`config.mk`:
```
export PLATFORM = sky130hd
export DESIGN_NAME = boot_remap_ctrl
export DESIGN_NICKNAME = d
export VERILOG_FILES = /design/src/rtl/brp_pkg.sv /design/src/rtl/brp_region_bank.sv /design/src/rtl/brp_xlate.sv /design/src/rtl/brp_regport.sv /design/src/rtl/boot_remap_ctrl.sv
export SDC_FILE = /design/constraint.sdc
export NUM_CORES = 2
export LEC_CHECK = 0
export BUFFER_PORTS_ARGS = -buffer_cell sky130_fd_sc_hd__buf_2
export CAP_MARGIN = 20
export CORE_MARGIN = 1
export CORE_UTILIZATION = 36
export CTS_CLUSTER_SIZE = 20
export DETAILED_ROUTE_END_ITERATION = 16
export REMOVE_ABC_BUFFERS = 1
export SYNTH_ARGS = -nofsm -noshare
export SYNTH_HDL_FRONTEND = slang
export SYNTH_SLANG_ARGS = --single-unit
```
`constraint.sdc`:
```
create_clock -name clk -period 7.75 [get_ports clk]
set_clock_uncertainty 0.05 [all_clocks]
set_input_delay 0 -clock clk [delete_from_list [all_inputs] [get_ports clk]]
set_output_delay 0 -clock clk [all_outputs]
set_load 0.05 [all_outputs]
```
`src/rtl/brp_pkg.sv`:
```
package brp_pkg;
  localparam int ADDR_W = 32;
  localparam int DATA_W = 32;

  // Field selector inside one region's 16-byte register window
  typedef enum logic [1:0] {
    FLD_LO   = 2'd0,
    FLD_HI   = 2'd1,
    FLD_BASE = 2'd2,
    FLD_NONE = 2'd3
  } rgn_field_e;

  typedef struct packed {
    logic [ADDR_W-1:0] lo;
    logic [ADDR_W-1:0] hi;
    logic [ADDR_W-1:0] base;
    logic              has_lo;
    logic              has_hi;
    logic              has_base;
  } rgn_cfg_t;

  function automatic logic [ADDR_W-1:0] eff_base(rgn_cfg_t c);
    return c.has_base ? c.base : c.lo;
  endfunction
endpackage

```
`src/rtl/brp_region_bank.sv`:
```
module brp_region_bank
  import brp_pkg::*;
#(
  parameter int NREG = 4,
  localparam int IDXW = (NREG > 1) ? $clog2(NREG) : 1
)(
  input  logic              clk,
  input  logic              rst_n,
  input  logic              wr_en,
  input  logic [IDXW-1:0]   wr_idx,
  input  rgn_field_e        wr_field,
  input  logic [DATA_W-1:0] wr_data,
  output rgn_cfg_t          cfg [NREG]
);
  for (genvar g = 0; g < NREG; g++) begin : g_rgn
    rgn_cfg_t r;
    always_ff @(posedge clk) begin
      if (!rst_n) begin
        r <= '0;
      end else if (wr_en && wr_idx == IDXW'(g)) begin
        unique case (wr_field)
          FLD_LO: begin
            r.lo       <= wr_data;
            r.has_lo   <= 1'b1;
            r.has_base <= 1'b0;
          end
          FLD_HI: begin
            r.hi     <= wr_data;
            r.has_hi <= 1'b1;
          end
          FLD_BASE: begin
            r.base     <= wr_data;
            r.has_base <= 1'b1;
          end
          default: ;
        endcase
      end
    end
    assign cfg[g] = r;
  end
endmodule

```
`src/rtl/brp_xlate.sv`:
```
module brp_xlate
  import brp_pkg::*;
#(
  parameter int NREG = 4
)(
  input  logic              remap_on,
  input  rgn_cfg_t          cfg [NREG],
  input  logic [ADDR_W-1:0] addr_in,
  output logic [ADDR_W-1:0] addr_out
);
  logic [NREG-1:0] hit;

  for (genvar g = 0; g < NREG; g++) begin : g_hit
    assign hit[g] = cfg[g].has_lo && cfg[g].has_hi &&
                    (addr_in >= cfg[g].lo) && (addr_in <= cfg[g].hi);
  end

  always_comb begin
    logic found;
    found    = 1'b0;
    addr_out = addr_in;
    if (remap_on) begin
      for (int i = 0; i < NREG; i++) begin
        if (!found && hit[i]) begin
          found    = 1'b1;
          addr_out = (addr_in - cfg[i].lo) + eff_base(cfg[i]);
        end
      end
    end
  end
endmodule

```
`src/rtl/brp_regport.sv`:
```
module brp_regport
  import brp_pkg::*;
#(
  parameter int              NREG     = 4,
  parameter int              STAT_W   = 8,
  parameter int              REG_AW   = 8,
  parameter logic [DATA_W-1:0] ID_VALUE = 32'h0000_B0A1,
  localparam int IDXW = (NREG > 1) ? $clog2(NREG) : 1
)(
  input  logic              clk,
  input  logic              rst_n,
  input  logic              reg_sel,
  input  logic              reg_we,
  input  logic [REG_AW-1:0] reg_addr,
  input  logic [DATA_W-1:0] reg_wdata,
  output logic [DATA_W-1:0] reg_rdata,
  input  logic [STAT_W-1:0] stat_set,
  input  rgn_cfg_t          cfg [NREG],
  output logic              bank_we,
  output logic [IDXW-1:0]   bank_idx,
  output rgn_field_e        bank_field,
  output logic              remap_on,
  output logic              halt,
  output logic [STAT_W-1:0] stat
);
  localparam logic [REG_AW-1:0] OFS_ID    = REG_AW'('h00);
  localparam logic [REG_AW-1:0] OFS_PAUSE = REG_AW'('h04);
  localparam logic [REG_AW-1:0] OFS_FLAT  = REG_AW'('h08);
  localparam logic [REG_AW-1:0] OFS_STAT  = REG_AW'('h10);
  localparam logic [REG_AW-1:0] OFS_CLR   = REG_AW'('h14);
  localparam logic [REG_AW:0]   RGN_FIRST = (REG_AW+1)'('h40);
  localparam logic [REG_AW:0]   RGN_LAST  = (REG_AW+1)'('h40 + 16*NREG);

  logic              wr;
  logic              in_rgn;
  logic [REG_AW-1:0] rel;
  logic [STAT_W-1:0] clr_mask;

  assign wr         = reg_sel & reg_we;
  assign in_rgn     = ({1'b0, reg_addr} >= RGN_FIRST) && ({1'b0, reg_addr} < RGN_LAST);
  assign rel        = reg_addr - RGN_FIRST[REG_AW-1:0];
  assign bank_idx   = rel[IDXW+3:4];
  assign bank_field = rgn_field_e'(rel[3:2]);
  assign bank_we    = wr && in_rgn;
  assign clr_mask   = (wr && reg_addr == OFS_CLR) ? reg_wdata[STAT_W-1:0] : '0;

  always_ff @(posedge clk) begin
    if (!rst_n) begin
      remap_on <= 1'b1;
      halt     <= 1'b0;
      stat     <= '0;
    end else begin
      if (wr && reg_addr == OFS_PAUSE) halt     <= 1'b1;
      if (wr && reg_addr == OFS_FLAT)  remap_on <= 1'b0;
      stat <= (stat & ~clr_mask) | stat_set;
    end
  end

  always_comb begin
    reg_rdata = '0;
    if (in_rgn) begin
      for (int i = 0; i < NREG; i++) begin
        if (bank_idx == IDXW'(i)) begin
          unique case (bank_field)
            FLD_LO:   reg_rdata = cfg[i].lo;
            FLD_HI:   reg_rdata = cfg[i].hi;
            FLD_BASE: reg_rdata = eff_base(cfg[i]);
            default:  reg_rdata = '0;
          endcase
        end
      end
    end else if (reg_addr == OFS_ID) begin
      reg_rdata = {ID_VALUE[DATA_W-1:1], 1'b0};
    end else if (reg_addr == OFS_STAT) begin
      reg_rdata = DATA_W'(stat);
    end
  end
endmodule

```
`src/rtl/boot_remap_ctrl.sv`:
```
module boot_remap_ctrl
  import brp_pkg::*;
#(
  parameter int                NREG     = 4,
  parameter int                STAT_W   = 8,
  parameter int                REG_AW   = 8,
  parameter logic [DATA_W-1:0] ID_VALUE = 32'h0000_B0A1,
  localparam int IDXW = (NREG > 1) ? $clog2(NREG) : 1
)(
  input  logic              clk,
  input  logic              rst_n,
  input  logic              up_valid,
  output logic              up_ready,
  input  logic [ADDR_W-1:0] up_addr,
  input  logic              up_we,
  input  logic [DATA_W-1:0] up_wdata,
  output logic              up_err,
  input  logic              dn_present,
  output logic              dn_valid,
  input  logic              dn_ready,
  output logic [ADDR_W-1:0] dn_addr,
  output logic              dn_we,
  output logic [DATA_W-1:0] dn_wdata,
  input  logic              reg_sel,
  input  logic              reg_we,
  input  logic [REG_AW-1:0] reg_addr,
  input  logic [DATA_W-1:0] reg_wdata,
  output logic [DATA_W-1:0] reg_rdata,
  input  logic [STAT_W-1:0] stat_set,
  output logic              halt
);
  rgn_cfg_t          cfg [NREG];
  logic              bank_we;
  logic [IDXW-1:0]   bank_idx;
  rgn_field_e        bank_field;
  logic              remap_on;
  logic [STAT_W-1:0] rst_stat;

  brp_regport #(
    .NREG(NREG), .STAT_W(STAT_W), .REG_AW(REG_AW), .ID_VALUE(ID_VALUE)
  ) u_regs (
    .clk(clk), .rst_n(rst_n),
    .reg_sel(reg_sel), .reg_we(reg_we), .reg_addr(reg_addr),
    .reg_wdata(reg_wdata), .reg_rdata(reg_rdata), .stat_set(stat_set),
    .cfg(cfg), .bank_we(bank_we), .bank_idx(bank_idx), .bank_field(bank_field),
    .remap_on(remap_on), .halt(halt), .stat(rst_stat)
  );

  brp_region_bank #(.NREG(NREG)) u_bank (
    .clk(clk), .rst_n(rst_n),
    .wr_en(bank_we), .wr_idx(bank_idx), .wr_field(bank_field),
    .wr_data(reg_wdata), .cfg(cfg)
  );

  brp_xlate #(.NREG(NREG)) u_xlate (
    .remap_on(remap_on), .cfg(cfg), .addr_in(up_addr), .addr_out(dn_addr)
  );

  // Request channel: a pass-through handshake, or an immediate error when
  // nothing is attached downstream.
  assign dn_valid = up_valid & dn_present;
  assign up_ready = dn_present ? dn_ready : 1'b1;
  assign up_err   = ~dn_present;
  assign dn_we    = up_we;
  assign dn_wdata = up_wdata;
endmodule

```
==> run summary <==
status: completed
Net Sw Frac: 33.8%
Routed WL: 174 mm
Sequential Power Share: 33.4%
hold bufs inserted after CTS: 86
max_slew headroom: 19.7%
antenna violations before repair: 8
fin nets: 5629
Worst Setup End Kind: output port
Power, Total: 6.30 mW
most frequent cells in the layout: nand2_1, inv_1, dfxtp_1, a21boi_0, ha_1
Yosys top cell area share: 21.7%
Initial DRC Count: 4083
clock latency reported for the late side of the worst-skew pair: 0.63 ns
fmax: 155 MHz
IO Pins: 221
CP required: 7.70 ns
synthesized area per cell: 7.57 µm²
Post-CTS Setup Inserts: 0
setup TNS: 0 ns
Die Wd: 325 µm
Final GP Congestion: 1.05
initial core utilization: 36.6%
Synth-to-Final Area Change: 12.4%
IO buf count: 154
H-tree depth: 2
R2R cell count: 3
CTS tree: yes
Power Density: 150 mW/mm²
Placed Area: 0.0394 mm²
share of the yosys chip area belonging to registers: 21.7%
internal reg-to-reg setup slack: 5.55 ns
Fin Hold WS: 0.246 ns
Main synth FF type: dfxtp_1
DP Wirelength: 127 mm
NetSw: 2.13 mW
Gate power share: 24.0%
layout cell share with drive strength beyond 1: 7.85%
RSZ-0062 raised after global routing: false
Worst Hold End: u_bank.cfg[83]$_SDFFE_PN0P_
Rows: 117
Synth area leader: dfxtp_1
post_cts resized: 0
Setup crit start kind: flip-flop
Worst-Margin Slew: 1.20 ns
CTS sink count: 406
die area: 0.105 mm²
Yosys cell types: 83
commonest non-fill, non-tap cell in the layout: nand2_1
setup slack after layout: 1.29 ns
Yosys warnings: 0
static leakage: 15.8 nW
Root Driver: clkbuf_16
Post-synth EDFFs: 0
Final min period: 6.46 ns
CP Class: flip-flop to output port
cell area after layout: 0.0421 mm²
Async SR Flop Fraction: 0%
clock network power share: 42.6%
Routed Antenna Nets: 0
vias in the first global route: 35400
Pins Over Slew Limit: 0
vias: 37300
Critical Path AT: 6.41 ns
GRT Total Usage: 31.9%
Tcrit/Tclk final: 83.3%
Cells after Synth: 4948
dpl ws: 2.12 ns
worst reg2reg path startpoint: u_bank.cfg[198]$_SDFFE_PN0P_
WHS Path Cells: 4
synth top area cells: dfxtp_1, ha_1, nand2_1
Clk pin slew, worst setup/hold paths: 0.07 ns
final setup fails: 0
largest net degree at the start of global routing: 169
die height: 325 µm
Hold Startpoint: reg_wdata[16]
class of the worst hold path: input port to flip-flop
CTS Buffer Depth: 3
Post-Syn Area: 0.0375 mm²
Worst Path Max Fanout: 14
Pint: 4.17 mW
drt drc: 0
r2r endpoint: u_bank.cfg[198]$_SDFFE_PN0P_
core footprint: 0.102 mm²
Peak supply drop: 169 µV
Max-Cap Viols: 0
DR WL/cell: 27.1 µm
CTS Buf Count: 52
Via density: 5.81
synthesized flop and latch total: 406
Fin. Hold Viols: 0
global route overflow: 0
DRT Pass-1 Iters: 6
first-pass GRT wire length: 249 mm
filler cell count: 10600
per-stage QoR:
step	utilization [%]	cells
floorplan	-	4637
global placement	38.4	6226
detailed placement	38.5	6228
CTS	41.1	6409
global route	41.1	6410
finish	41.1	6412
flip-flops by register name (all words and copies together), names as in the netlist:
signal / count
u_bank.cfg: 396
u_regs.halt: 1
u_regs.remap_on: 1
u_regs.stat: 8
area by class of cell:
cell class / count / area (µm²) / share of cell area (%)
inverters: 565 / 2120 / 5.04
flip-flops and latches: 406 / 8130 / 19.3
clock inverters: 28 / 338 / 0.802
clock buffers: 67 / 1490 / 3.54
repair buffers: 310 / 2190 / 5.20
multi-input cells: 3666 / 26100 / 62.0
well taps: 1368 / 1710 / 4.06
diodes: 2 / 5.00 / 0.0119
logic make-up (layout without fill, tap and decap cells):
| logic type | Yosys count | in the layout | synth area share [%] |
|---|---|---|---|
| AOI/OAI and AO/OA | 1372 | 1372 | 24.7 |
| muxes | 195 | 195 | 5.85 |
| other | 0 | 2 | 0 |
| adders and majority gates | 508 | 508 | 19.4 |
| DFF | 406 | 406 | 21.7 |
| and+or+nand+nor | 1487 | 1487 | 16.8 |
| buffers and inverters | 876 | 970 | 9.16 |
| xor gates and xnor gates | 104 | 104 | 2.43 |
Yosys cell counts, drive strengths merged, types with 49 or more instances:
| cell | count |
|---|---|
| nand2 | 935 |
| inv | 563 |
| dfxtp | 406 |
| a21boi | 397 |
| ha | 384 |
| a21oi | 319 |
| nor2 | 250 |
| clkbuf | 248 |
| mux2i | 173 |
| o21ai | 164 |
| a211oi | 139 |
| fa | 124 |
| a21o | 77 |
| nand3 | 73 |
| xnor2 | 69 |
| buf | 63 |
| nor3 | 49 |
power groups by stage:
stage	sequential, mW	combinational [mW]	clock [mW]
4_1_cts	2.10	1.48	2.71
3_3_place_gp	2.15	1.40	0
2_1_floorplan	2.15	0.837	0
3_5_place_dp	2.15	1.40	0
5_1_grt	2.10	1.61	2.78
6_report	2.10	1.51	2.68
worst max-delay path by stage:
stage                     depth (start not counted)  slack [ns]                          from           to
final                                            16        1.29    u_bank.cfg[0]$_SDFFE_PN0P_  dn_addr[27]
after floorplan                                  11        1.32  u_bank.cfg[288]$_SDFFE_PN0P_  dn_addr[27]
after detailed placement                         16        2.12    u_bank.cfg[0]$_SDFFE_PN0P_  dn_addr[27]
after CTS                                        16        1.43    u_bank.cfg[0]$_SDFFE_PN0P_  dn_addr[27]
after global placement                           15        2.15  u_bank.cfg[297]$_SDFFE_PN0P_  dn_addr[27]
after global routing                             14        1.23  u_bank.cfg[198]$_SDFFE_PN0P_  dn_addr[30]
layer usage:
layer	wire, µm	vias to the layer above	track usage, %
met2	76400	1872	50.0
li1	-	17000	-
met1	72000	18000	42.3
met3	15400	410	5.32
met5	30	-	0
met4	9750	4	15.6
worst max-delay path, cell delays in order (launching register included):
cell	delay, ns
dfxtp_2	0.76
buf_4	0.43
mux2i_1	0.33
fa_1	0.48
inv_1	0.12
ha_1	0.30
nand4_1	0.14
nor2_1	0.05
a211o_1	0.28
o21ai_1	0.78
o2111ai_1	0.33
a2111oi_2	0.50
o21bai_1	0.16
xnor2_1	0.14
and2_1	0.15
o32ai_1	0.45
buf_2	0.35
No activity file was read; power rests on OpenSTA's default activity.
